[src/rtl/sdram_bringup_pkg.sv]
package sdram_bringup_pkg;

  // Internal step codes; the numeric values are the init mode numbering.
  typedef enum logic [2:0] {
    MODE_NORMAL    = 3'd0,
    MODE_NOP       = 3'd1,
    MODE_PRECHARGE = 3'd2,
    MODE_LOADMODE  = 3'd3,
    MODE_AUTOREF   = 3'd4,
    MODE_EXTLOAD   = 3'd5
  } init_mode_e;

  // {cs_n, ras_n, cas_n, we_n}
  localparam logic [3:0] PINS_DESEL = 4'b1111;
  localparam logic [3:0] PINS_NOP   = 4'b0111;
  localparam logic [3:0] PINS_PRE   = 4'b0010;
  localparam logic [3:0] PINS_REF   = 4'b0001;
  localparam logic [3:0] PINS_MRS   = 4'b0000;

  function automatic logic [3:0] mode_pins(init_mode_e m);
    case (m)
      MODE_PRECHARGE: return PINS_PRE;
      MODE_AUTOREF:   return PINS_REF;
      MODE_LOADMODE:  return PINS_MRS;
      default:        return PINS_NOP;
    endcase
  endfunction

  // Mode word: BL=1, sequential, given CAS latency, single-location writes.
  function automatic logic [15:0] mode_word(int cas_lat);
    logic [15:0] w;
    w = '0;
    w[6:4] = 3'(cas_lat);
    w[9]   = 1'b1;
    return w;
  endfunction

  // Refresh reload: 32 ms spread over 2048 rows.
  function automatic int refresh_reload(int clk_khz);
    return (32 * clk_khz) / 2048;
  endfunction

  function automatic int max2(int a, int b);
    return (a > b) ? a : b;
  endfunction

endpackage

[src/rtl/sdr_step_timer.sv]
module sdr_step_timer #(
  parameter int W       = 16,
  parameter int RST_VAL = 0
) (
  input  logic         clk,
  input  logic         rst,
  input  logic         load,
  input  logic [W-1:0] load_val,
  output logic         zero
);
  logic [W-1:0] cnt;

  always_ff @(posedge clk) begin
    if (rst)
      cnt <= W'(RST_VAL);
    else if (load)
      cnt <= load_val;
    else if (cnt != '0)
      cnt <= cnt - 1'b1;
  end

  assign zero = (cnt == '0);
endmodule

[src/rtl/sdr_refresh_timer.sv]
module sdr_refresh_timer #(
  parameter int W = 16
) (
  input  logic         clk,
  input  logic         rst,
  input  logic         en,
  input  logic [W-1:0] period,
  output logic         pulse
);
  logic [W-1:0] cnt;
  logic [W-1:0] last;

  assign last = period - 1'b1;

  always_ff @(posedge clk) begin
    if (rst || !en) begin
      cnt   <= '0;
      pulse <= 1'b0;
    end else if (cnt == last) begin
      cnt   <= '0;
      pulse <= 1'b1;
    end else begin
      cnt   <= cnt + 1'b1;
      pulse <= 1'b0;
    end
  end
endmodule

[src/rtl/sdram_bringup.sv]
module sdram_bringup #(
  parameter int POWERUP_CYCLES = 20000,
  parameter int T_NOP          = 2,
  parameter int T_RP           = 5,
  parameter int T_RFC          = 11,
  parameter int T_MRD          = 2,
  parameter int REFRESH_COUNT  = 8,
  parameter int CAS_LAT        = 3,
  parameter int ROW_W          = 12,
  parameter int BANK_W         = 1,
  parameter int AP_BIT         = 10,
  parameter int REF_W          = 16
) (
  input  logic              clk,
  input  logic              rst,
  input  logic [REF_W-1:0]  refresh_period,
  output logic              cke,
  output logic              cs_n,
  output logic              ras_n,
  output logic              cas_n,
  output logic              we_n,
  output logic [BANK_W-1:0] ba,
  output logic [ROW_W-1:0]  addr,
  output logic              ready,
  output logic              refresh_req
);
  import sdram_bringup_pkg::*;

  localparam int MAX_GAP = max2(max2(POWERUP_CYCLES, T_NOP),
                                max2(max2(T_RP, T_RFC), T_MRD));
  localparam int GAP_W   = $clog2(MAX_GAP + 1);
  localparam int RC_W    = $clog2(REFRESH_COUNT + 1);
  localparam logic [15:0]      MODE_FULL = mode_word(CAS_LAT);
  localparam logic [ROW_W-1:0] MODE_WORD = MODE_FULL[ROW_W-1:0];
  localparam logic [ROW_W-1:0] AP_WORD   = ROW_W'(1) << AP_BIT;

  init_mode_e       step;
  logic             gap_zero;
  logic             issue;
  logic [GAP_W-1:0] gap_val;
  logic [RC_W-1:0]  ref_left;
  logic [3:0]       pins;

  // Gap that follows the command about to be issued.
  always_comb begin
    issue = gap_zero && (step != MODE_NORMAL);
    case (step)
      MODE_NOP:       gap_val = GAP_W'(T_NOP - 1);
      MODE_PRECHARGE: gap_val = GAP_W'(T_RP - 1);
      MODE_AUTOREF:   gap_val = GAP_W'(T_RFC - 1);
      MODE_LOADMODE:  gap_val = GAP_W'(T_MRD - 1);
      default:        gap_val = '0;
    endcase
  end

  sdr_step_timer #(
    .W       (GAP_W),
    .RST_VAL (POWERUP_CYCLES - 1)
  ) u_gap (
    .clk      (clk),
    .rst      (rst),
    .load     (issue),
    .load_val (gap_val),
    .zero     (gap_zero)
  );

  always_ff @(posedge clk) begin
    if (rst) begin
      step     <= MODE_NOP;
      cke      <= 1'b0;
      pins     <= PINS_DESEL;
      addr     <= '0;
      ready    <= 1'b0;
      ref_left <= RC_W'(REFRESH_COUNT - 1);
    end else begin
      if (issue) begin
        cke  <= 1'b1;
        pins <= mode_pins(step);
        case (step)
          MODE_PRECHARGE: addr <= AP_WORD;
          MODE_LOADMODE:  addr <= MODE_WORD;
          default:        addr <= '0;
        endcase
        case (step)
          MODE_NOP:       step <= MODE_PRECHARGE;
          MODE_PRECHARGE: step <= MODE_AUTOREF;
          MODE_AUTOREF: begin
            if (ref_left == '0) step <= MODE_LOADMODE;
            else                ref_left <= ref_left - 1'b1;
          end
          default:        step <= MODE_NORMAL;
        endcase
      end else begin
        pins <= cke ? PINS_NOP : PINS_DESEL;
        addr <= '0;
      end
      if (step == MODE_NORMAL && gap_zero)
        ready <= 1'b1;
    end
  end

  assign {cs_n, ras_n, cas_n, we_n} = pins;
  assign ba = '0;

  sdr_refresh_timer #(
    .W (REF_W)
  ) u_refresh (
    .clk    (clk),
    .rst    (rst),
    .en     (ready),
    .period (refresh_period),
    .pulse  (refresh_req)
  );
endmodule

[config.mk]
export PLATFORM = sky130hd
export DESIGN_NAME = sdram_bringup
export DESIGN_NICKNAME = d
export VERILOG_FILES = /design/src/rtl/sdram_bringup_pkg.sv /design/src/rtl/sdr_step_timer.sv /design/src/rtl/sdr_refresh_timer.sv /design/src/rtl/sdram_bringup.sv
export SDC_FILE = /design/constraint.sdc
export NUM_CORES = 1
export LEC_CHECK = 0
export BUFFER_PORTS_ARGS = -buffer_cell sky130_fd_sc_hd__buf_4
export CELL_PAD_IN_SITES_DETAIL_PLACEMENT = 2
export CELL_PAD_IN_SITES_GLOBAL_PLACEMENT = 2
export CORE_MARGIN = 5
export CORE_UTILIZATION = 25
export CTS_CLUSTER_SIZE = 14
export DETAILED_ROUTE_END_ITERATION = 16
export GPL_TIMING_DRIVEN = 0
export PLACE_DENSITY_LB_ADDON = 0.1
export SKIP_LAST_GASP = 1
export SLEW_MARGIN = 10
export SYNTH_ARGS = -nofsm -noshare
export SYNTH_HDL_FRONTEND = slang
export SYNTH_SLANG_ARGS = --single-unit
export TNS_END_PERCENT = 50
[constraint.sdc]
create_clock -name clk -period 2.6 [get_ports clk]
set_input_delay 0.52 -clock clk [delete_from_list [all_inputs] [get_ports clk]]
set_output_delay 0.52 -clock clk [all_outputs]
set_load 0.05 [all_outputs]
Word-level counts from Yosys, hierarchy flattened --
Cells that the tools add are included. W data, S select, Z words.
Storage, ports and cells: register bits 57, bits of input ports 18, output and inout port bits 20, word-level logic and storage cells 46
Operators by class: add/subtract/negate cells 4, eq/ne operators 6, muxes and demuxes 10, bitwise gates (word level) 2, reduce and logical (&&, ||, !) cells 15
Operator list (number):
- $mux W15 | 2
- $pmux W11 S2 | 1
- $pmux W3 S3 | 2
- $add A16 B1 Y16 const B | 1
- $eq A16 B16 Y1 | 1
- $sub A16 B1 Y16 const B | 1
- $logic_not A15 Y1 | 1
- $reduce_bool A15 Y1 | 1
- $sub A15 B1 Y15 const B | 1
- $pmux W4 S3 | 1
- $mux W4 | 2
- $eq A3 B2 Y1 const B | 2
- $reduce_or A2 Y1 | 3
- $logic_not A4 Y1 | 1
- $sub A4 B1 Y4 const B | 1
- $eq A3 B1 Y1 const B | 1
- $eq A3 B3 Y1 const B | 1
- $logic_not A3 Y1 | 1
- $mux W3 | 1
- $reduce_and A3 Y1 | 1
- $reduce_bool A3 Y1 | 1
- $logic_and A1 B1 Y1 | 2
- $ne A2 B2 Y1 const B | 1
- $not A1 Y1 | 2
- other kinds (5) | 5

Logic depth before layout (Yosys ltp) --
word-level depth 4, gate-level depth with buffers 10, gate-level depth less buffers 8

Cells and area by module --
A second synthesis with hierarchy kept.
Unflattened totals: cells, all modules 330, area total of the unflattened synthesis 2785.2 um^2
Modules (own cells, without submodules):
- sdr_refresh_timer | times used 1, cells an instance 146, area an instance 1204.9 um^2, seq. area each 340.3 um^2
- sdr_step_timer | times used 1, cells an instance 110, area an instance 878.3 um^2, seq. area each 300.3 um^2
- sdram_bringup | times used 1, cells an instance 74, area an instance 701.9 um^2, seq. area each 300.3 um^2

Least setup slack after synthesis --
Ideal clock, no wire load.
path kind input to register, start point in refresh_period[3], end point reg u_refresh.cnt[2], setup time 132 ps, arrival time 2308 ps, data required time 2468 ps, slack 160 ps, stages on the path 9, path buffers 3, path through buf_6 > or4_4 > or3_1 > o211ai_1 > nor4b_2 > and4_1 > buf_6 > buf_8 > nor3_1
On the way: cells in the longest elaborated chain, start to end 3
RTL lines:
- start: declaration | RTL line sdram_bringup.sv:16 | input logic [REF_W-1:0] refresh_period,
- $sub A16 B1 Y16 | RTL line sdr_refresh_timer.sv:13 | assign last = period - 1'b1;
- $eq A16 B16 Y1 | RTL line sdr_refresh_timer.sv:19 | end else if (cnt == last) begin
- $reduce_or A2 Y1 (no source line)
- end signal: assignment | RTL line sdr_refresh_timer.sv:23 | cnt <= cnt + 1'b1;
- end: declaration | RTL line sdr_refresh_timer.sv:10 | logic [W-1:0] cnt;
No other way between the ends. A chain may end at the register's enable or synchronous reset.

Worst setup path after layout --
start point reg u_gap.cnt[0], end point reg u_gap.cnt[10]
On the way: cells in the longest elaborated chain, start to end 3, elaborated cells between the ends (all ways) 7, those cells by class 1 x add/sub; 2 x mux; 4 x reduce/logical
RTL lines:
- start: declaration | RTL line sdr_step_timer.sv:11 | logic [W-1:0] cnt;
- start signal: assignment | RTL line sdr_step_timer.sv:15 | cnt <= W'(RST_VAL);
- start signal: assignment | RTL line sdr_step_timer.sv:17 | cnt <= load_val;
- start signal: assignment | RTL line sdr_step_timer.sv:19 | cnt <= cnt - 1'b1;
- $sub A15 B1 Y15 / $logic_not A15 Y1 (equally long branches) | RTL line sdr_step_timer.sv:19, sdr_step_timer.sv:22
- $mux W15 / $logic_and A1 B1 Y1 (equally long branches) | RTL line sdr_step_timer.sv:18, sdram_bringup.sv:46
- $mux W15 / $reduce_bool A2 Y1 (equally long branches)
Parallel ways exist; a longest one is shown, timed or not. The select of a mux whose other input is x is not followed.

==> impl_metrics.py <==
metrics = {
    "outcome": {
        "outcome": "completed",
    },
    "synth": {
        "ys_seq_area_share_pct": 35.7,
        "ys_ff_latch": 47,
        "ys_types": 51,
        "async_flop_share_pct": 0,
        "synth_flop_cell": "dfxtp_1",
        "yosys_warnings": 0,
        "synth_area_um2": 2630,
        "synth_edf_count": 0,
        "syn_inst": 307,
        "avgSynthCellArea_um2": 8.58,
    },
    "sta": {
        "hold_slack_ns": 0.498,
        "finClkSkew_ns": 0.00389,
        "timing.setup.tns_ns": 0,
        "slew-limit-headroom_pct": 55.8,
        "setup_viol": 0,
        "min_period_ns": 2.52,
        "tightest_slew_ns": 0.657,
        "finalHoldViolCount": 0,
        "max_freq_mhz": 396,
        "rsz0062_at_grt": "true",
        "slew_violations": 0,
        "timing.final.crit_share_pct": 97.1,
    },
    "critical_path": {
        "critPathMaxStageDelay_ns": 0.45,
        "path_class": "flip-flop to flip-flop",
        "setup.worst_path.start_class": "flip-flop",
        "worstPathArrival_ns": 2.71,
        "cp_data_required_time_ns": 2.79,
        "reg2reg_slack_ns": 0.08,
        "r2r_start": "u_gap.cnt[0]$_SDFFE_PP1P_",
        "cp-startpoint": "u_gap.cnt[0]$_SDFFE_PP1P_",
        "cp_slowest_cell": "or3b_2",
        "endpoint_kind": "flip-flop",
        "path_cells": "inv_1, ha_1, or3b_2, clkbuf_1, or2_2, nor3_4, buf_12, nor2_2, a221o_1",
        "critPathMaxFanout": 10,
    },
    "floorplan": {
        "die_x_um": 113,
        "io_pins": 38,
        "core_area_um2": 10300,
        "start_util_pct": 25.6,
        "rows": 37,
        "dieArea_um2": 12700,
        "die-height_um": 113,
    },
    "finish": {
        "final_common_cell": "dfxtp_1",
        "n_fill_cell": 1217,
        "diodes": 0,
        "drive_gt1_share_pct": 19.7,
        "finalNonFillerCells": 486,
        "layout_common_cells": "47 x dfxtp_1, 38 x buf_4, 27 x xnor2_1",
        "layout.nets": 372,
        "syn_to_final_growth_pct": 20.5,
    },
    "global_route": {
        "grt_max_degree": 14,
        "grt_pass1_wl_um": 12200,
        "overflow": 0,
        "antenna_found_initial": 0,
        "track_usage_pct": 11.8,
        "grt_pass1_vias": 2499,
    },
    "pwr": {
        "p_per_area_nw_per_um2": 416,
        "ir_drop_mv": 0.178,
        "p_leak_nw": 1.17,
    },
    "drt": {
        "ant_nets": 0,
        "dr.pass1.iters": 4,
        "wl_um": 7180,
        "drt-initial-drc-count": 95,
        "drcViolationCount": 0,
        "vias_per_cell": 4.68,
        "wire_per_inst_um": 14.8,
        "vias": 2275,
    },
    "place": {
        "dpl.hpwl_um": 5490,
        "post-place-cells": 478,
        "gp_congestion": 0.731,
        "port_buffers": 27,
    },
    "hold_path": {
        "holdCritPathClass": "input port to flip-flop",
        "worstHoldStart": "rst",
    },
    "clock_tree": {
        "clockRootBuffer": "clkbuf_8",
        "cts_tree": "yes",
        "clock_latency_ns": 0.29,
        "clock_sinks": 47,
        "hold_buffers": 0,
        "cts_buffers": 5,
        "cts_buffer_depth": 2,
        "clk_pin_slew_ns": 0.09,
        "cts-htree-levels": 2,
    },
    "job": {
        "drv_cap": 0,
    },
}
[area by class of cell]
class / count / area, µm² / area share [%]
clock buffer: 6 / 82.6 / 2.60
tap: 136 / 170 / 5.36
clock inverter: 1 / 5.00 / 0.158
sequential: 47 / 941 / 29.7
multi-input combinational: 232 / 1540 / 48.5
timing repair buffer: 28 / 223 / 7.02
inverter: 12 / 45.0 / 1.42
buffer: 24 / 166 / 5.25
[power by group]
part / internal [mW] / total [mW] / switching, mW / leakage, nW
combinational: 0.0572 / 0.143 / 0.0854 / 0.745
sequential: 0.723 / 0.727 / 0.00379 / 0.380
clock: 0.209 / 0.450 / 0.241 / 0.0470
total: 0.989 / 1.32 / 0.330 / 1.17
[registers in the layout, indices dropped and copies added (netlist names)]
signal           cells
step                 3
ref_left             4
u_gap.cnt           15
cke                  1
addr                 2
u_refresh.pulse      1
ready                1
pins                 4
u_refresh.cnt       16
[logic make-up (layout without fill, tap and decap cells)]
kind of cell               count (synthesis)  after routing  share of synthesized area [%]
buffers and inverters                     36             71                           8.03
DFF                                       47             47                           35.7
xor gates and xnor gates                  45             45                           15.5
and+or+nand+nor                          138            138                           29.5
adders and majority gates                  4              4                           1.90
AOI/OAI and AO/OA                         36             36                           9.17
other                                      1              9                          0.142
[cells in the mapped netlist (4+ instances only)]
library cell  count  area, µm²
nand4_1           6       37.5
a211oi_1          4       30.0
buf_4            11       82.6
inv_1            12       45.0
o211ai_1          6       45.0
ha_1              4       50.1
dfxtp_1          47        941
xor2_1           17        149
xnor2_1          27        236
nor3_1           25        125
nor4_1            6       37.5
o21ai_0           8       40.0
or3_1             6       37.5
nand2_1          20       75.1
a21oi_1           6       30.0
nor2_1           26       97.6
nand3_1          14       70.1
clkbuf_1          8       30.0
[critical path: cells and delay by family (launching register included)]
kind / cells / cell delay, ns
AOI/OAI and AO/OA: 1 / 0.35
adders and majority gates: 1 / 0.19
buffers and inverters: 3 / 0.47
DFF: 1 / 0.34
and+or+nand+nor: 4 / 1.07
[worst paths after layout]
kind | cells after the start | end
min | 2 | pins[3]$_SDFF_PP1_
min reg2reg | 1 | u_refresh.cnt[0]$_SDFF_PP0_
max reg2reg | 9 | u_gap.cnt[10]$_SDFFE_PP1P_
max | 9 | u_gap.cnt[10]$_SDFFE_PP1P_
[per-stage QoR]
step	instance area [µm²]	setup slack (ns)	total power [mW]	utilization [%]
after floorplan	2660	0.160	0.836	-
after global placement	3040	-0.317	0.883	29.5
after detailed placement	3040	-0.340	0.885	29.5
after CTS	3150	0.0159	1.35	30.7
after global routing	3170	-0.0670	1.40	30.9
final	3170	0.0753	1.32	30.9
[repair_timing]
item                                    4_1_cts  5_1_grt
buffers inserted                              1        0
gates resized for setup                       2        5
endpoints found under the setup margin       13       26
pin swaps                                     1        0
[per-layer routing]
layer / routed length, µm / global-route usage [%] / part of all wire, %
met5: 0 / 0 / 0
met4: 70 / 2.88 / 0.98
met3: 210 / 2.53 / 2.9
met2: 3760 / 22.2 / 52
met1: 3140 / 13.5 / 44
Power figures use the tool's default switching activity.
